File: config.mk
export PLATFORM = sky130hd
export DESIGN_NAME = crc16_pkt_engine
export DESIGN_NICKNAME = d
export VERILOG_FILES = /design/src/rtl/crc16_pkg.sv /design/src/rtl/crc16_byte_step.sv /design/src/rtl/crc16_pkt_ctrl.sv /design/src/rtl/crc16_pkt_engine.sv
export SDC_FILE = /design/constraint.sdc
export NUM_CORES = 1
export LEC_CHECK = 0
export BUFFER_PORTS_ARGS = -buffer_cell sky130_fd_sc_hd__buf_4
export CAP_MARGIN = 20
export CORE_UTILIZATION = 25
export DETAILED_ROUTE_END_ITERATION = 7
export GPL_TIMING_DRIVEN = 0
export SYNTH_ARGS = -nofsm -noshare
export SYNTH_HDL_FRONTEND = slang
export SYNTH_SLANG_ARGS = --single-unit
File: constraint.sdc
create_clock -name clk_i -period 3.86 [get_ports clk_i]
set_clock_uncertainty 0.2 [all_clocks]
set_input_delay 0.386 -clock clk_i [delete_from_list [all_inputs] [get_ports clk_i]]
set_output_delay 0.386 -clock clk_i [all_outputs]
set_load 0.01 [all_outputs]
File: src/rtl/crc16_pkg.sv
package crc16_pkg;
  localparam int unsigned CRC_W    = 16;
  localparam int unsigned BYTE_W   = 8;
  localparam logic [CRC_W-1:0] CRC_POLY = 16'h8005;
  localparam logic [CRC_W-1:0] CRC_INIT = 16'hFFFF;

  typedef enum logic [1:0] {
    ST_IDLE,
    ST_RUN,
    ST_APP_HI,
    ST_APP_LO
  } eng_state_e;
endpackage

File: src/rtl/crc16_byte_step.sv
// One byte of CRC update, MSB first, unrolled over BW bits.
module crc16_byte_step #(
  parameter int unsigned CW = crc16_pkg::CRC_W,
  parameter int unsigned BW = crc16_pkg::BYTE_W,
  parameter logic [CW-1:0] POLY = crc16_pkg::CRC_POLY
) (
  input  logic [CW-1:0] crc_i,
  input  logic [BW-1:0] data_i,
  input  logic          legacy_i,
  output logic [CW-1:0] crc_o
);
  logic [BW:0][CW-1:0] chain;

  assign chain[0] = crc_i;

  for (genvar b = 0; b < BW; b++) begin : g_bit
    logic          din;
    logic          fb;
    logic [CW-1:0] shifted;
    assign din     = data_i[BW-1-b];
    // standard: data mixes into feedback at the top; legacy: data enters at bit 0
    assign fb      = legacy_i ? chain[b][CW-1] : (chain[b][CW-1] ^ din);
    assign shifted = {chain[b][CW-2:0], legacy_i & din};
    assign chain[b+1] = shifted ^ (fb ? POLY : '0);
  end

  assign crc_o = chain[BW];
endmodule

File: src/rtl/crc16_pkt_ctrl.sv
module crc16_pkt_ctrl
  import crc16_pkg::*;
(
  input  logic       clk_i,
  input  logic       rst_ni,
  input  logic       in_valid_i,
  input  logic       in_sop_i,
  input  logic       in_last_i,
  input  logic       tx_eff_i,
  output logic       accept_o,
  output logic       ready_o,
  output eng_state_e state_o
);
  eng_state_e state_q, state_d;

  assign ready_o  = (state_q == ST_IDLE) || (state_q == ST_RUN);
  assign accept_o = in_valid_i && ready_o && (in_sop_i || (state_q == ST_RUN));
  assign state_o  = state_q;

  always_comb begin
    state_d = state_q;
    unique case (state_q)
      ST_IDLE, ST_RUN: begin
        if (accept_o) begin
          if (in_last_i) state_d = tx_eff_i ? ST_APP_HI : ST_IDLE;
          else           state_d = ST_RUN;
        end
      end
      ST_APP_HI: state_d = ST_APP_LO;
      ST_APP_LO: state_d = ST_IDLE;
      default:   state_d = ST_IDLE;
    endcase
  end

  always_ff @(posedge clk_i or negedge rst_ni) begin
    if (!rst_ni) state_q <= ST_IDLE;
    else         state_q <= state_d;
  end
endmodule

File: src/rtl/crc16_pkt_engine.sv
module crc16_pkt_engine
  import crc16_pkg::*;
(
  input  logic              clk_i,
  input  logic              rst_ni,
  input  logic              mode_legacy_i,
  input  logic              dir_tx_i,
  input  logic              whiten_en_i,
  input  logic              autoflush_en_i,
  input  logic              in_valid_i,
  input  logic              in_sop_i,
  input  logic              in_last_i,
  input  logic [BYTE_W-1:0] in_data_i,
  output logic              in_ready_o,
  output logic              out_valid_o,
  output logic [BYTE_W-1:0] out_data_o,
  output logic              out_is_crc_o,
  output logic              crc_done_o,
  output logic              crc_ok_o,
  output logic              config_error_o
);
  localparam int unsigned HALF = CRC_W / 2;

  eng_state_e        state;
  logic              accept;
  logic              tx_q, leg_q, tx_eff, leg_eff, is_app;
  logic [CRC_W-1:0]  crc_q, seed, step_d, step_z1, step_z2;
  logic              out_valid_q, out_crc_q, done_q, ok_q;
  logic [BYTE_W-1:0] out_data_q;

  // mode and direction come from the first byte, then are held
  assign tx_eff  = in_sop_i ? dir_tx_i : tx_q;
  assign leg_eff = in_sop_i ? mode_legacy_i : leg_q;
  assign seed    = in_sop_i ? CRC_INIT : crc_q;
  assign is_app  = (state == ST_APP_HI) || (state == ST_APP_LO);

  crc16_pkt_ctrl u_ctrl (
    .clk_i     (clk_i),
    .rst_ni    (rst_ni),
    .in_valid_i(in_valid_i),
    .in_sop_i  (in_sop_i),
    .in_last_i (in_last_i),
    .tx_eff_i  (tx_eff),
    .accept_o  (accept),
    .ready_o   (in_ready_o),
    .state_o   (state)
  );

  crc16_byte_step u_step_data (
    .crc_i(seed), .data_i(in_data_i), .legacy_i(leg_eff), .crc_o(step_d)
  );
  // legacy finalisation: 16 zero bits as two zero bytes
  crc16_byte_step u_step_z1 (
    .crc_i(step_d), .data_i('0), .legacy_i(1'b1), .crc_o(step_z1)
  );
  crc16_byte_step u_step_z2 (
    .crc_i(step_z1), .data_i('0), .legacy_i(1'b1), .crc_o(step_z2)
  );

  always_ff @(posedge clk_i or negedge rst_ni) begin
    if (!rst_ni) begin
      crc_q       <= CRC_INIT;
      tx_q        <= 1'b0;
      leg_q       <= 1'b0;
      out_valid_q <= 1'b0;
      out_data_q  <= '0;
      out_crc_q   <= 1'b0;
      done_q      <= 1'b0;
      ok_q        <= 1'b0;
    end else begin
      done_q      <= accept && in_last_i && !tx_eff;
      ok_q        <= accept && in_last_i && !tx_eff && (step_d == '0);
      out_valid_q <= (accept && tx_eff) || is_app;
      out_crc_q   <= is_app;
      if (accept) begin
        out_data_q <= in_data_i;
        crc_q      <= (in_last_i && tx_eff && leg_eff) ? step_z2 : step_d;
        if (in_sop_i) begin
          tx_q  <= dir_tx_i;
          leg_q <= mode_legacy_i;
        end
      end else if (state == ST_APP_HI) begin
        out_data_q <= crc_q[CRC_W-1:HALF];
      end else if (state == ST_APP_LO) begin
        out_data_q <= crc_q[HALF-1:0];
      end
    end
  end

  assign out_valid_o    = out_valid_q;
  assign out_data_o     = out_data_q;
  assign out_is_crc_o   = out_crc_q;
  assign crc_done_o     = done_q;
  assign crc_ok_o       = ok_q;
  assign config_error_o = mode_legacy_i && (whiten_en_i || autoflush_en_i);
endmodule

==> impl_metrics.ini <==
[status]
status = complete, no violations

[clocking]
cts_max_path_buffers = 2
cts_root_buffer = clkbuf_8
numCtsBuffers = 5
clk_pin_slew_ns = 0.08
cts_tree = yes
worstSkewPairLatency_ns = 0.28
cts_sinks = 32
htreeDepth = 2

[drt]
via_count = 2213
wl_per_cell_um = 15.7
drc_errors = 0
initialDrtViolationCount = 198
ant_nets = 0
drt-vias-per-instance = 4.73
wl_um = 7360
dr.pass1.iters = 5

[sta]
slew_violations = 0
rsz0062_at_grt = false
layout_min_cycle_time_ns = 3.74
slew_headroom_pct = 48.9
fin_crit_sh_pct = 96.8
max_freq_mhz = 268
worst_pin_slew_ns = 0.763
fin_setup_tns_ns = 0
finalHoldViolCount = 0
setup-violations-final = 0

[logic_synthesis]
syn_nets = 301
syn_avg_cell_area_um2 = 9.29
synth_area_leaders = dfstp_2, dfrtp_1, xnor2_1
synth_most_common_cell = xnor2_1
syn_area_um2 = 2630
async_flop_share_pct = 100
synth-edff-count = 0
ys.flop_type = dfstp_2
synth_largest_area_cell = dfstp_2
seq_area_frac_synth_pct = 31.2
synthCells = 283
synth_seq_cells = 32
yosysTopAreaCellShare_pct = 16.0
synth_common_cells = xnor2_1, nor2_1, nand2_1
ys_warn_count = 0
synth_cell_type_count = 43

[global_route]
grt-ovfl-total = 0
grt_pass1_wl_um = 11800
grt_max_degree = 33
gr-usage-met2_pct = 21.8
met1_usage_pct = 19.8
grt_usage_pct = 14.1
grt_pass1_vias = 2157
antenna_found_initial = 0
top_usage_layer = met2
gr-usage-met3_pct = 2.68

[critical_path]
crit_fanout = 5
cp_slowest_cell = dfstp_2
crit_chain = xnor2_2 -> xnor2_1 -> xnor2_1 -> o21a_1 -> xnor3_2 -> xnor2_4 -> ha_4 -> xor2_4 -> xnor3_1 -> xnor3_2 -> xor2_2 -> o21a_1 -> o31ai_2
worstSetupPathType = reg2reg
worst_setup_path_end_kind = flop
worstPathArrival_ns = 3.73
max_stage_delay_ns = 0.63
r2r_end = crc_q[15]
cp-start-kind = flop
r2r_start = crc_q[15]
reg2regPathDepth = 13
reg2reg_slack_ns = 0.12
required_ns = 3.85

[final_layout]
final_area_um2 = 3290
n_antenna_cell = 0
nets = 349
fin_cells = 468
drive_above_1_share_pct = 28.0
areaGrowthSynthToFinish_pct = 25.3
final_core_utilization_pct = 32.1

[floorplanning]
rows = 37
initial_utilization_pct = 25.6
dieArea_um2 = 10900
core_um2 = 10300
ioPinCount = 31
die_w_um = 105
die_height_um = 105

[placement]
placedCellCount = 448
placed_area_um2 = 3040
post-dp-hpwl_um = 5510
io_buffers = 29
place_congestion = 0.929

[min_path]
hp-start = in_data_i[4]
worstHoldPathCells = 3
worstHoldEndpoint = out_data_o[4]
hold_class = in2reg

[job]
maxCapViolCount = 0
## state kept, by name (all words and copies together) (netlist names)
register,count
crc_done_o,1
crc_ok_o,1
crc_q,16
leg_q,1
out_data_o,8
out_is_crc_o,1
out_valid_o,1
tx_q,1
u_ctrl.state_o,2
## kinds of logic after synthesis
family	count (synthesis)	share of synthesized area, %
mux	18	7.33
compound gates	53	13.7
xor+xnor	68	28.1
buf+inv	24	3.62
fa+ha+maj	1	0.476
flops	32	31.2
simple gates	87	15.7
## routing by layer
metal / wire (um) / up-vias
li1: - / 1064
met1: 3560 / 1072
met2: 3300 / 70
met3: 402 / 7
met4: 94 / 0
met5: 0 / -
## cell type report
class,instances,area (um^2)
Tap cell,136,170
Timing Repair Buffer,42,318
Sequential cell,32,822
Buffer,16,71.3
Multi-Input combinational cell,227,1800
Fill cell,1089,6980
Inverter,7,26.3
Clock buffer,8,90.1
## cell usage in the layout, fill, tap and decap left out, drive strengths merged, types with 2 or more instances in the layout
cell	n
and4bb	2
dfstp	16
xor3	2
o21a	5
a222oi	6
xnor2	44
o21ai	24
nand2b	8
and3b	2
nand2	28
xor2	15
and2	2
a31oi	4
a211oi	2
xnor3	7
nor2	32
buf	43
dfrtp	16
nand4	2
mux2i	8
o22ai	2
mux2	10
a21oi	7
clkbuf	22
inv	6
nor3	4
nand3	2
## stage by stage
step / hold slack [ns] / worst slack (ns)
2_1_floorplan: -0.110 / 0.0999
3_3_place_gp: 0.167 / -0.310
3_5_place_dp: 0.163 / -0.426
4_1_cts: 0.190 / 0.00482
5_1_grt: 0.198 / 0.00201
6_report: 0.191 / 0.124
## what timing repair did
| action | 4_1_cts | 5_1_grt |
|---|---|---|
| endpoints found under the hold margin | 16 | 0 |
| resized for setup | 9 | 2 |
| setup endpoints to repair | 3 | 2 |
| hold buffers | 1 | 0 |
| pin swaps | 5 | 6 |
| buffers inserted | 5 | 7 |
## worst max-delay path: cells and delay by family, from the launching register on
family / cells / cell delay, ns
xor gates and xnor gates: 9 / 2.01
DFF: 1 / 0.63
AOI/OAI and AO/OA: 3 / 0.56
adders and majority gates: 1 / 0.25
## worst max path at each step
stage            startpoint        end  cells after the start
2_1_floorplan     crc_q[12]  crc_q[15]                     13
3_3_place_gp   in_data_i[3]  crc_q[15]                     14
3_5_place_dp   in_data_i[3]  crc_q[15]                     14
4_1_cts               leg_q  crc_q[15]                     13
5_1_grt               leg_q  crc_q[15]                     13
6_report          crc_q[15]  crc_q[15]                     13
Power is not shown: default switching activity piles up to over one toggle a cycle in this logic, so the estimate is an artifact.
